<file path="src/rtl/nvm_program_ctrl.sv">
module nvm_program_ctrl #(
  parameter int ADDR_W     = 6,
  parameter int DATA_W     = 16,
  parameter int CYCLE_CLKS = 200
) (
  input  logic              clk,
  input  logic              rst_n,
  input  logic              cs,
  input  logic              sk_rise,
  input  logic              di,
  input  logic              frame_done,
  input  logic [2:0]        cmd_op,
  input  logic [ADDR_W-1:0] cmd_addr,
  input  logic [DATA_W-1:0] cmd_data,
  output logic              mem_we,
  output logic [ADDR_W-1:0] mem_addr,
  output logic [DATA_W-1:0] mem_wdata,
  output logic              busy,
  output logic              do_oe,
  output logic              do_val
);
  localparam int DEPTH = 1 << ADDR_W;
  localparam int CNT_W = $clog2(CYCLE_CLKS + 1);
  localparam logic [2:0] OP_WRITE = 3'd1, OP_ERASE = 3'd2, OP_ERAL = 3'd3,
                         OP_WRAL  = 3'd4, OP_EN    = 3'd5, OP_DIS  = 3'd6;

  logic              wel, armed, stat_en, cs_q;
  logic [2:0]        op_r;
  logic [ADDR_W-1:0] addr_r;
  logic [DATA_W-1:0] data_r;
  logic [CNT_W-1:0]  cnt;

  wire cs_fall = cs_q & ~cs;
  wire prog_op = (cmd_op >= OP_WRITE) && (cmd_op <= OP_WRAL);
  wire sweep   = (op_r == OP_ERAL) || (op_r == OP_WRAL);
  wire [CNT_W-1:0] n_wr = sweep ? CNT_W'(DEPTH) : (op_r == OP_WRITE ? CNT_W'(2) : CNT_W'(1));

  always_ff @(posedge clk or negedge rst_n) begin
    if (!rst_n) begin
      wel <= 1'b0; armed <= 1'b0; stat_en <= 1'b0; cs_q <= 1'b0; busy <= 1'b0;
      op_r <= '0; addr_r <= '0; data_r <= '0; cnt <= '0;
    end else begin
      cs_q <= cs;
      if (busy) begin
        cnt <= cnt + 1'b1;
        if (cnt == CNT_W'(CYCLE_CLKS - 1)) busy <= 1'b0;
      end else begin
        if (cs && sk_rise && di) stat_en <= 1'b0;
        if (armed && cs_fall) begin
          armed <= 1'b0;
          if (wel) begin
            busy <= 1'b1; cnt <= '0; stat_en <= 1'b1;
          end
        end else if (frame_done) begin
          if (cmd_op == OP_EN)  wel <= 1'b1;
          if (cmd_op == OP_DIS) wel <= 1'b0;
          armed  <= prog_op;
          op_r   <= cmd_op;
          addr_r <= cmd_addr;
          data_r <= cmd_data;
        end else if (armed && sk_rise && cs) begin
          armed <= 1'b0;
        end
      end
    end
  end

  assign mem_we    = busy && (cnt < n_wr);
  assign mem_addr  = sweep ? cnt[ADDR_W-1:0] : addr_r;
  assign mem_wdata = (op_r == OP_WRAL || (op_r == OP_WRITE && cnt == CNT_W'(1))) ? data_r : '1;
  assign do_oe     = cs & stat_en;
  assign do_val    = ~busy;

  // a cycle begins only with the latch set
  a_r1_locked_no_start: assert property (@(posedge clk) disable iff (!rst_n)
    $rose(busy) |-> $past(wel));
  // start follows a chip-select fall
  a_r2_start_on_fall: assert property (@(posedge clk) disable iff (!rst_n)
    $rose(busy) |-> (!$past(cs) && $past(cs, 2)));
  // the first strobe of a WRITE clears the word
  a_r4_clear_first: assert property (@(posedge clk) disable iff (!rst_n)
    (mem_we && !$past(mem_we) && op_r == OP_WRITE) |-> (mem_wdata == '1));
  // status cannot be released while busy
  a_r8_hold_busy: assert property (@(posedge clk) disable iff (!rst_n)
    ($past(busy) && $past(stat_en)) |-> stat_en);
  // strobes only while busy, and the cycle ends at the full count
  a_r9_idle_quiet: assert property (@(posedge clk) disable iff (!rst_n)
    !busy |-> !mem_we);
  a_r9_full_length: assert property (@(posedge clk) disable iff (!rst_n)
    $fell(busy) |-> ($past(cnt) == CNT_W'(CYCLE_CLKS - 1)));
endmodule

</file>
<file path="config.mk">
export PLATFORM = sky130hd
export DESIGN_NAME = nvm_program_ctrl
export DESIGN_NICKNAME = d
export VERILOG_FILES = /design/src/rtl/nvm_program_ctrl.sv
export SDC_FILE = /design/constraint.sdc
export NUM_CORES = 1
export LEC_CHECK = 0
export CORE_ASPECT_RATIO = 1.4
export CORE_MARGIN = 2
export CORE_UTILIZATION = 25
export CTS_CLUSTER_DIAMETER = 80
export DETAILED_ROUTE_END_ITERATION = 16
export PLACE_DENSITY = 0.58
export SYNTH_ARGS = -nofsm -noshare
export SYNTH_HDL_FRONTEND = slang
export SYNTH_SLANG_ARGS = --single-unit
</file>
<file path="constraint.sdc">
create_clock -name clk -period 6.1 [get_ports clk]
set_input_delay 1.22 -clock clk [delete_from_list [all_inputs] [get_ports clk]]
set_output_delay 1.22 -clock clk [all_outputs]
set_load 0.02 [all_outputs]
</file>
---- After elaboration in Yosys (flattened, before gate mapping) ----
Cells that the tools add are included.
storage, ports and cells
  register bits ........................... 38
  bits of input ports ..................... 31
  output and inout bits ................... 26
  logic and storage cells ................. 62
operators by class
  add/sub/neg operators ................... 1
  magnitude comparators ................... 3
  equality and inequality tests ........... 7
  muxes and demuxes ....................... 19
  bitwise logic cells ..................... 5
  reductions and logical operators ........ 18
operators with widths
  kind                                                                    number
  8-bit two-way mux                                                       3
  16-bit two-way mux                                                      1
  1-bit two-way mux                                                       12
  3-bit equality test (second input constant)                             3
  8-bit by 1-bit adder with 8-bit output (second input constant)          1
  8-bit by 1-bit equality test with 1-bit output (second input constant)  1
  8-bit equality test (second input constant)                             1
  1-bit logical AND                                                       8
  8-bit by 7-bit < comparator with 1-bit output                           1
  7-bit two-way mux                                                       1
  6-bit two-way mux                                                       1
  2-bit nonzero test                                                      3
  2-bit AND reduction                                                     2
  4-bit AND reduction                                                     1
  3-bit by 1-bit equality test with 1-bit output (second input constant)  1
  3-bit by 2-bit equality test with 1-bit output (second input constant)  1
  3-bit by 1-bit >= comparator with 1-bit output (second input constant)  1
  3-bit <= comparator (second input constant)                             1
  1-bit NOT                                                               3
  3-bit AND reduction                                                     1
  3-bit nonzero test                                                      1
  1-bit bitwise AND                                                       2
  1-bit logical OR                                                        2
  2-bit two-way mux                                                       1

---- Logic depth before layout (Yosys ltp) ----
Gate-level depths: netlist of the first run.
  word-level depth ........................ 5
  depth in mapped cells ................... 7
  mapped depth without buffers ............ 7

---- Least setup slack after synthesis of the first run ----
OpenSTA, ideal clock, no wires.
  path type ............................... reg2out
  start point ............................. register op_r[0]
  end point ............................... output mem_we
  arrival ................................. 1.901 ns
  required time ........................... 4.880 ns
  slack ................................... 2.979 ns
  stages on the path, launching flop included .. 7
  cell sequence ........................... dfrtp_1 > nor3b_2 > o21bai_2 > inv_1 > ha_1 > or4_1 > o21ai_0
between the ends
  longest elaborated chain between the ends .. 5
  elaborated cells between the ends (all ways) .. 8
  those cells by class .................... order compare: 1; eq/ne: 3; mux: 2; reduce/logical: 2
RTL lines
  item                                                                          line    RTL
  start: declaration                                                            28      logic [2:0] op_r;
  start signal: assignment                                                      58      op_r <= cmd_op;
  3-bit by 1-bit equality test with 1-bit output, or another cell as far along  36      wire [CNT_W-1:0] n_wr = sweep ? CNT_W'(DEPTH) : (op_r == OP_WRITE ? CNT_W'(2) : CNT_W'(1));
  2-bit two-way mux or 1-bit logical OR (tied branches)                         36, 35
  7-bit two-way mux *                                                           36
  8-bit by 7-bit < comparator with 1-bit output *                               68      assign mem_we = busy && (cnt < n_wr);
  1-bit logical AND *                                                           68
  end: declaration                                                              15      output logic mem_we,
Mark *: on every way between the ends. The rest lies on a longest branch, timed or not.

---- Worst setup path in the final report of the first run ----
Same ends and word-level chain as after synthesis.

==> impl_metrics.yaml, run 1 <==
clock_network:
  max-clock-path-buffers: 2
  post-cts-setup-buffer-count: 0
  postCtsHoldBufs: 0
  cts_tree: "built"
  numCtsBuffers: 5
  clock_tree.root_cell: "sky130_fd_sc_hd__clkbuf_8"
  clk-insertion-delay-late_ns: 0.29
  cts_resizes: 0
  cts_num_sinks: 38
  clkTransAtPathRegs_ns: 0.08
  ctsHtreeMaxLevel: 2
timing:
  report.final.setup_viol: 0
  rsz0062_at_grt: "false"
  achievable-frequency_ghz: 0.247
  timing.max_slew.rel_slack_pct: 42.8
  hold-worst-slack_ns: 0.475
  worst-slew-pin-transition_ns: 0.858
  fin_crit_sh_pct: 66.4
  min_period_ns: 4.05
  timing.final.max_slew_violations: 0
  finalHoldViolCount: 0
  timing.clock.skew_ns: 0.0122
  setup_total_negative_slack_ns: 0
  layout_setup_ws_ns: 2.05
cells_and_area:
  finish.net_count: 253
  drive_above_1_share_pct: 23.3
  finalInstanceArea_um2: 2660
  syn2layout_area_growth_pct: 37.4
  multiInputGateArea_um2: 915
  area.sequential_um2: 951
  fillCellCount: 774
  diodes: 0
synthesis:
  synth_fp_nets: 196
  synth_flop_type: "sky130_fd_sc_hd__dfrtp_1"
  synth_edf_count: 0
  syn-instance-count: 161
  synthMostInstantiatedCell: "sky130_fd_sc_hd__dfrtp_1"
  synthArstFlopShare_pct: 100
  synth.yosys.seq_area_share_pct: 49.0
  yosysUniqueCellTypes: 41
  synth.top_cells.by_count: "sky130_fd_sc_hd__dfrtp_1, sky130_fd_sc_hd__mux2_2, sky130_fd_sc_hd__or2_1, sky130_fd_sc_hd__o21ai_0"
  synthesis.area_um2: 1940
  synth_area_leaders: "sky130_fd_sc_hd__dfrtp_1, sky130_fd_sc_hd__mux2_2, sky130_fd_sc_hd__or2_1, sky130_fd_sc_hd__ha_1, sky130_fd_sc_hd__or2_2"
  synth_top_area_share_pct: 49.0
  postSynthRegisterBits: 38
  synth.largest_area_cell: "sky130_fd_sc_hd__dfrtp_1"
  avgSynthCellArea_um2: 12.0
  synth.yosys.warnings: 0
critical_path:
  critical_path_arrival_ns: 2.83
  critPathMaxFanout: 7
  criticalPathCategory: "flip-flop to output port"
  required_ns: 4.88
  timing.critical_path.to_type: "output port"
  critPathLaunchType: "flip-flop"
route:
  postRouteAntennaNets: 0
  vias: 1424
  totalWireLength_um: 4350
  detail_route.vias_per_cell: 4.46
  remaining_drc_errors: 0
  detail_route.iter0.violations: 24
  wl_per_cell_um: 13.6
  drtPass1Iterations: 4
placed_design:
  io_buffers: 56
  globalplace.congestion: 0.807
  postPlaceCellArea_um2: 2570
  place.detailed.hpwl_um: 3000
  dp_slack_ns: 2.36
floorplanning:
  die-area_um2: 8490
  design.portCount: 57
  core-area_um2: 7650
  die_width_um: 78.4
  fp-row-count: 38
  fp.dieH_um: 108
  initial_utilization_pct: 25.3
pwr:
  p_comb_share_pct: 13.9
  power_frac_clock_pct: 34.9
  seq_power_share_pct: 51.2
  power.leakage_nw: 1.10
  vdd_ir_max_v: 0.000103
  power.density_cell_area_nw_per_um2: 195
  p_int_mw: 0.395
  switching_share_pct: 23.9
  switching_power_mw: 0.124
global_routing:
  antenna_violations_before_repair: 0
  grt-ovfl-total: 0
  global_route_total_usage_across_every_layer_pct: 10.9
  grt_start_max_net_pins: 39
  first_global_vias: 1472
  grt_first_pass_wirelength_um: 7270
flow_run:
  drv.max_cap_violation_count: 0
worst_hold_path:
  hold_class: "flip-flop to flip-flop"
status:
  run_status: "complete, no violations"
-- critical path, cell delays in order, from the launching register on --
cell and delay (ns):
sky130_fd_sc_hd__dfrtp_1 0.43, sky130_fd_sc_hd__nor3b_2 0.27, sky130_fd_sc_hd__o21bai_2 0.25, sky130_fd_sc_hd__inv_1 0.09, sky130_fd_sc_hd__ha_1 0.27, sky130_fd_sc_hd__or4_1 0.49, sky130_fd_sc_hd__o21ai_0 0.10, sky130_fd_sc_hd__clkdlybuf4s50_1 0.64
-- kinds of logic (layout without fill, tap and decap cells) --
| group | count (synthesis) | count (layout) | synth area share [%] |
|---|---|---|---|
| mux | 33 | 33 | 19.1 |
| flops | 38 | 38 | 49.0 |
| buf+inv | 13 | 71 | 3.81 |
| fa+ha+maj | 4 | 4 | 2.58 |
| xor+xnor | 3 | 3 | 1.36 |
| compound gates | 22 | 22 | 7.87 |
| simple gates | 48 | 48 | 16.3 |
-- state kept, by name, summed over array words and instances (netlist names) --
register,count
data_r,16
cnt,8
addr_r,6
op_r,3
armed,1
busy,1
cs_q,1
stat_en,1
wel,1
-- final timing paths --
path / start / to / slack, ns / cells past startpoint
setup / recovery: op_r[0] / mem_we / 2.05 / 7
hold / removal: stat_en / stat_en / 0.48 / 1
setup reg to reg: busy / data_r[10] / 4.28 / 3
hold reg to reg: stat_en / stat_en / 0.48 / 1
max in group asynchronous: rst_n / data_r[1] / 4.51 / 1
min in group asynchronous: rst_n / data_r[9] / 1.03 / 1
-- layer usage --
metal | track usage [%] | routed length, um
met1 | 13.9 | 1930
met2 | 18.2 | 2170
met3 | 2.42 | 191
met4 | 4.14 | 62
met5 | 0 | 0
-- power groups by stage --
stage                     clock [mW]  combinational (mW)  sequential (mW)
after floorplan                    0              0.0315            0.270
final                          0.181              0.0721            0.266
after CTS                      0.190              0.0740            0.266
after global routing           0.202              0.0788            0.268
after global placement             0              0.0733            0.271
after detailed placement           0              0.0735            0.271
-- metrics by stage --
step / power [mW] / util (%) / cells
global route: 0.549 / 34.8 / 319
floorplan: 0.301 / - / 161
detailed placement: 0.344 / 33.6 / 311
finish: 0.519 / 34.8 / 319
global placement: 0.344 / 33.6 / 311
CTS: 0.530 / 34.8 / 319
-- cells in the final DEF (no fill, tap or decap), types with 4 or more instances in the layout --
cell type,n
sky130_fd_sc_hd__a21oi_1,5
sky130_fd_sc_hd__clkbuf_8,6
sky130_fd_sc_hd__clkdlybuf4s50_1,55
sky130_fd_sc_hd__dfrtp_1,38
sky130_fd_sc_hd__ha_1,4
sky130_fd_sc_hd__inv_1,6
sky130_fd_sc_hd__mux2_2,31
sky130_fd_sc_hd__nand3_1,6
sky130_fd_sc_hd__o21ai_0,7
sky130_fd_sc_hd__or2_1,10
sky130_fd_sc_hd__or2_2,6
-- layout make-up --
class	instances	share of cell area, %
Clock buffer	7	3.24
Inverter	7	0.986
Multi-Input combinational cell	110	34.3
Sequential cell	38	35.7
Timing Repair Buffer	56	20.9
Clock inverter	1	0.188
Tap cell	100	4.70
Power figures use the tool's default switching activity.
==> run 2: changes to the inputs <==
- clock period: 6.1 -> 4.2 ns (I/O delays scaled with it)
==> run 2 against run 1 <==
  * Power grew 41%
  * Combinational power grew 46%
  * Global-route usage shrank 0.078 points
  * Critical endpoint unchanged
  * Highest routed layer unchanged
==> impl_metrics.yaml, run 2 (synthesized netlist as in run 1, its figures left out) <==
clock_network:
  numCtsBuffers: 5
  postCtsHoldBufs: 0
  max-clock-path-buffers: 2
  post-cts-setup-buffer-count: 0
  clkTransAtPathRegs_ns: 0.07
  clk-insertion-delay-late_ns: 0.29
  cts_resizes: 0
  clock_tree.root_cell: "sky130_fd_sc_hd__clkbuf_8"
  ctsHtreeMaxLevel: 2
  cts_tree: "built"
  cts_num_sinks: 38
cells_and_area:
  top_register: "data_r"
  finish.net_count: 254
  layout_common_cells: "sky130_fd_sc_hd__clkdlybuf4s50_1, sky130_fd_sc_hd__dfrtp_1, sky130_fd_sc_hd__mux2_2"
  reg_top3: "data_r x16, cnt x8, addr_r x6"
  most_frequent_standard_cell_in_the_layout_excluding_fill_and_tap_cells: "sky130_fd_sc_hd__clkdlybuf4s50_1"
  flip_flop_count_of_the_largest_register_after_layout: 16
  layout.core_utilization_pct: 34.7
  drive_above_1_share_pct: 22.8
  syn2layout_area_growth_pct: 37.0
  fillCellCount: 793
  diodes: 0
critical_path:
  ff2ff_path_depth: 4
  required_ns: 3.36
  timing.critical_path.slowest_stage_cell: "sky130_fd_sc_hd__clkdlybuf4s50_1"
  critical_path_buf_inv_count: 2
  timing.critical_path.to_type: "output port"
  criticalPathCategory: "flip-flop to output port"
  critPathMaxFanout: 7
  critical_path_arrival_ns: 2.85
  critical_path.max_stage_delay_ns: 0.64
  setup.reg_to_reg.worst_slack_ns: 2.49
  critPathLaunchType: "flip-flop"
  critical_path_depth: 7
  critical_path.top_delay_family: "simple AND/OR/NAND/NOR gates"
  cell_by_cell_trace_of_the_critical_path: "nor3b_2 -> o21bai_2 -> inv_1 -> ha_1 -> or4_1 -> o21ai_0 -> clkdlybuf4s50_1"
worst_hold_path:
  hold_class: "flip-flop to flip-flop"
  hold-path-cell-count: 1
route:
  detail_route.iter0.violations: 15
  totalWireLength_um: 4330
  remaining_drc_errors: 0
  wl_per_cell_um: 13.6
  vias: 1440
  detail_route.vias_per_cell: 4.51
  postRouteAntennaNets: 0
  drtPass1Iterations: 4
timing:
  report.final.setup_viol: 0
  hold-worst-slack_ns: 0.489
  achievable-frequency_ghz: 0.271
  timing.clock.skew_ns: 0.00314
  worst-slew-pin-transition_ns: 0.865
  timing.max_slew.rel_slack_pct: 42.4
  fin_crit_sh_pct: 87.8
  rsz0062_at_grt: "false"
  setup_total_negative_slack_ns: 0
  timing.final.max_slew_violations: 0
  min_period_ns: 3.69
  finalHoldViolCount: 0
floorplanning:
  design.portCount: 57
  die-area_um2: 8490
  fp.dieH_um: 108
  core-area_um2: 7650
  initial_utilization_pct: 25.3
  fp-row-count: 38
  die_width_um: 78.4
status:
  run_status: "complete, no violations"
pwr:
  power.leakage_nw: 1.09
  vdd_ir_max_v: 0.000115
  power.total_mw: 0.731
  power.density_cell_area_nw_per_um2: 275
global_routing:
  antenna_violations_before_repair: 0
  first_global_vias: 1426
  global_route_total_usage_across_every_layer_pct: 10.9
  grt_start_max_net_pins: 39
  grt-ovfl-total: 0
  grt_first_pass_wirelength_um: 7130
placed_design:
  io_buffers: 56
  globalplace.congestion: 0.731
  place.detailed.hpwl_um: 3110
flow_run:
  drv.max_cap_violation_count: 0
-- run 2: final timing paths --
| path | startpoint | to |
|---|---|---|
| hold reg to reg | stat_en | stat_en |
| setup reg to reg | busy | data_r[1] |
| hold / removal | stat_en | stat_en |
| max in group asynchronous | rst_n | addr_r[0] |
| setup / recovery | op_r[0] | mem_we |
| min in group asynchronous | rst_n | data_r[7] |
-- run 2: area by class of cell --
cell class              count  area, um2  share of cell area (%)
repair buffers             57        563                    21.2
inverters                   7       26.3                   0.989
clock buffers               7       76.3                    2.87
multi-input cells         110        915                    34.4
flip-flops and latches     38        951                    35.8
well taps                 100        125                    4.71
-- run 2: stage by stage --
stage,cell area (um2),std cells,setup WS [ns]
final,2660,319,0.511
after global routing,2660,319,0.350
after CTS,2660,319,0.491
after detailed placement,2580,312,0.829
after global placement,2580,312,0.902
after floorplan,1940,161,1.46
-- run 2: worst register-to-register path: stages, from the launching register on --
cell                      delay [ns]
sky130_fd_sc_hd__dfrtp_1        0.36
sky130_fd_sc_hd__buf_4          0.18
sky130_fd_sc_hd__nor2b_1        0.22
sky130_fd_sc_hd__nand2_2        0.41
sky130_fd_sc_hd__mux2_2         0.45
-- run 2: routing by layer --
layer	global-route usage (%)	vias to the layer above	part of all wire (%)
li1	-	687	-
met1	13.1	705	42
met2	18.7	42	51
met3	2.75	6	5.2
met4	3.76	0	1.4
met5	0	-	0
-- run 2: where the power goes --
group	total, mW	internal (mW)	leakage, nW	switching [mW]
clock network	0.240	0.114	0.0383	0.125
logic	0.105	0.0626	0.575	0.0424
registers	0.386	0.379	0.480	0.00713
==> run 3: changes to the inputs <==
- ABC_AREA: default -> 1
- ABC_CLOCK_PERIOD_IN_PS: default -> 4200
- GPL_ROUTABILITY_DRIVEN: default -> 0
==> run 3 against run 2 <==
  * Register-to-register slack worse by 0.06 ns
  * Sequential power hardly changed
  * Critical endpoint unchanged
  * Fmax is 17% higher
  * Power is 3.5% lower
  * Utilization is 0.76 points higher
  * Largest cell class unchanged
  * Cell count is 22% higher
==> impl_metrics.yaml, run 3 <==
timing:
  worst-slew-pin-transition_ns: 0.854
  layout_setup_ws_ns: 1.04
  min_period_ns: 3.16
  timing.clock.skew_ns: 0.00286
  timing.max_slew.rel_slack_pct: 43.1
  fin_crit_sh_pct: 75.2
  rsz0062_at_grt: "false"
  report.final.setup_viol: 0
  hold-worst-slack_ns: 0.480
  finalHoldViolCount: 0
  timing.final.max_slew_violations: 0
  achievable-frequency_ghz: 0.316
  setup_total_negative_slack_ns: 0
cells_and_area:
  diodes: 0
  fillCellCount: 818
  most_frequent_standard_cell_in_the_layout_excluding_fill_and_tap_cells: "sky130_fd_sc_hd__nand2_1"
  syn2layout_area_growth_pct: 38.1
  drive_above_1_share_pct: 5.80
  layout_common_cells: "sky130_fd_sc_hd__nand2_1, sky130_fd_sc_hd__clkdlybuf4s50_1, sky130_fd_sc_hd__dfrtp_1"
  flip_flop_count_of_the_largest_register_after_layout: 16
  finalInstanceArea_um2: 2590
  top_register: "data_r"
  finish.net_count: 329
  reg_top3: "data_r x16, cnt x8, addr_r x6"
route:
  detail_route.iter0.violations: 66
  wl_per_cell_um: 10.9
  totalWireLength_um: 4230
  drtPass1Iterations: 4
  postRouteAntennaNets: 0
  vias: 1635
  m1WireLength_um: 1700
  wl_met2_um: 2190
  met3_length_um: 299
  max_layer_used: "met4"
  detail_route.vias_per_cell: 4.19
  remaining_drc_errors: 0
critical_path:
  critical_path.top_delay_family: "buffers and inverters"
  critPathLaunchType: "flip-flop"
  critical_path_arrival_ns: 2.32
  timing.critical_path.to_type: "output port"
  setup.reg_to_reg.worst_slack_ns: 2.43
  ff2ff_path_depth: 6
  required_ns: 3.36
  critical_path.max_stage_delay_ns: 0.63
  critical_path_buf_inv_count: 2
  timing.rr.start: "busy"
  cell_by_cell_trace_of_the_critical_path: "nor2_1 -> nand2_1 -> nand2_1 -> inv_1 -> ha_1 -> nor2_1 -> nand2_1 -> a21oi_1 -> clkdlybuf4s50_1"
  timing.critical_path.slowest_stage_cell: "sky130_fd_sc_hd__clkdlybuf4s50_1"
  cp_common_cell: "sky130_fd_sc_hd__nand2_1"
  criticalPathCategory: "flip-flop to output port"
  critPathMaxFanout: 13
  capture_point_of_the_worst_reg_to_reg_path: "wel"
worst_hold_path:
  holdPathEnd: "addr_r[2]"
  hold_class: "flip-flop to flip-flop"
  min-delay-start: "addr_r[2]"
  hold-path-cell-count: 2
pwr:
  switching_power_mw: 0.161
  p_int_mw: 0.545
  power.leakage_nw: 1.21
  vdd_ir_max_v: 0.000109
  seq_power_share_pct: 54.3
  power.density_cell_area_nw_per_um2: 272
  switching_share_pct: 22.8
  power_frac_clock_pct: 35.2
  p_comb_share_pct: 10.5
synthesis:
  synthesis.area_um2: 1880
  synth.yosys.warnings: 0
  synth.yosys.seq_area_share_pct: 50.6
  synth_fp_nets: 273
  synth_area_leaders: "sky130_fd_sc_hd__dfrtp_1, sky130_fd_sc_hd__nand2_1, sky130_fd_sc_hd__o21ai_0, sky130_fd_sc_hd__inv_1, sky130_fd_sc_hd__ha_1"
  synth_top_area_share_pct: 50.6
  syn-instance-count: 238
  avgSynthCellArea_um2: 7.89
  synth_flop_type: "sky130_fd_sc_hd__dfrtp_1"
  synthMostInstantiatedCell: "sky130_fd_sc_hd__nand2_1"
  synth_edf_count: 0
  synthArstFlopShare_pct: 100
  postSynthRegisterBits: 38
  synth.top_cells.by_count: "sky130_fd_sc_hd__nand2_1, sky130_fd_sc_hd__dfrtp_1, sky130_fd_sc_hd__o21ai_0, sky130_fd_sc_hd__inv_1, sky130_fd_sc_hd__nor2_1"
  synth.largest_area_cell: "sky130_fd_sc_hd__dfrtp_1"
  yosysUniqueCellTypes: 27
clock_network:
  clk-insertion-delay-late_ns: 0.28
  ctsHtreeMaxLevel: 2
  cts_tree: "built"
  clock_tree.root_cell: "sky130_fd_sc_hd__clkbuf_8"
  cts_resizes: 0
  numCtsBuffers: 5
  postCtsHoldBufs: 0
  clkTransAtPathRegs_ns: 0.07
  post-cts-setup-buffer-count: 0
  cts_num_sinks: 38
  max-clock-path-buffers: 2
global_routing:
  grt_start_max_net_pins: 43
  antenna_violations_before_repair: 0
  grt_first_pass_wirelength_um: 7360
  first_global_vias: 1645
  global_route_total_usage_across_every_layer_pct: 11.3
  grt-ovfl-total: 0
floorplanning:
  core-area_um2: 7310
  die-area_um2: 8230
  design.portCount: 57
  die_width_um: 77.3
  fp.dieH_um: 107
  initial_utilization_pct: 25.7
  fp-row-count: 37
status:
  run_status: "complete, no violations"
placed_design:
  place.detailed.hpwl_um: 3130
  dp_slack_ns: 1.24
  io_buffers: 56
  postPlaceCellArea_um2: 2510
flow_run:
  drv.max_cap_violation_count: 0
-- run 3: power groups by stage --
stage	Clock, mW	Sequential (mW)	Combinational, mW
after global placement	0	0.390	0.0750
after detailed placement	0	0.390	0.0760
final	0.248	0.383	0.0740
after CTS	0.263	0.383	0.0760
after floorplan	0	0.389	0.0272
after global routing	0.276	0.385	0.0836
-- run 3: layout make-up --
cell class	count	area (um2)	area share [%]
Multi-Input combinational cell	161	763	29.4
Timing Repair Buffer	56	556	21.4
Clock buffer	6	82.6	3.18
Tap cell	97	121	4.68
Inverter	32	120	4.63
Sequential cell	38	951	36.7
-- run 3: per-stage QoR --
stage / util, % / std cells / power (mW)
after global placement: 34.3 / 384 / 0.465
after global routing: 35.5 / 390 / 0.745
final: 35.5 / 390 / 0.706
after CTS: 35.5 / 390 / 0.722
after floorplan: - / 238 / 0.416
after detailed placement: 34.3 / 384 / 0.466
-- run 3: cell families after synthesis --
logic type,synth area share [%]
fa+ha+maj,2.66
xor+xnor,0.466
flops,50.6
simple gates,26.0
compound gates,11.5
buf+inv,8.73
-- run 3: how the worst max path moves through the flow --
stage                       start  endpoint  slack [ns]  depth (start not counted)
after floorplan           op_r[0]    mem_we        1.86                          9
after global placement         cs     do_oe        1.24                          4
after detailed placement       cs     do_oe        1.24                          4
after CTS                 op_r[0]    mem_we        1.01                          9
after global routing      op_r[0]    mem_we        0.82                          9
final                     op_r[0]    mem_we        1.04                          9
-- run 3: layer usage --
metal | track usage, % | up-vias
li1 | - | 853
met1 | 12.3 | 736
met2 | 20.5 | 41
met3 | 3.48 | 5
met4 | 3.83 | 0
met5 | 0 | -
-- run 3: worst min-delay path, cell delays in order, from the launching register on --
cell and delay, ns:
sky130_fd_sc_hd__dfrtp_1 0.34, sky130_fd_sc_hd__nand2_1 0.05, sky130_fd_sc_hd__nand2_1 0.05
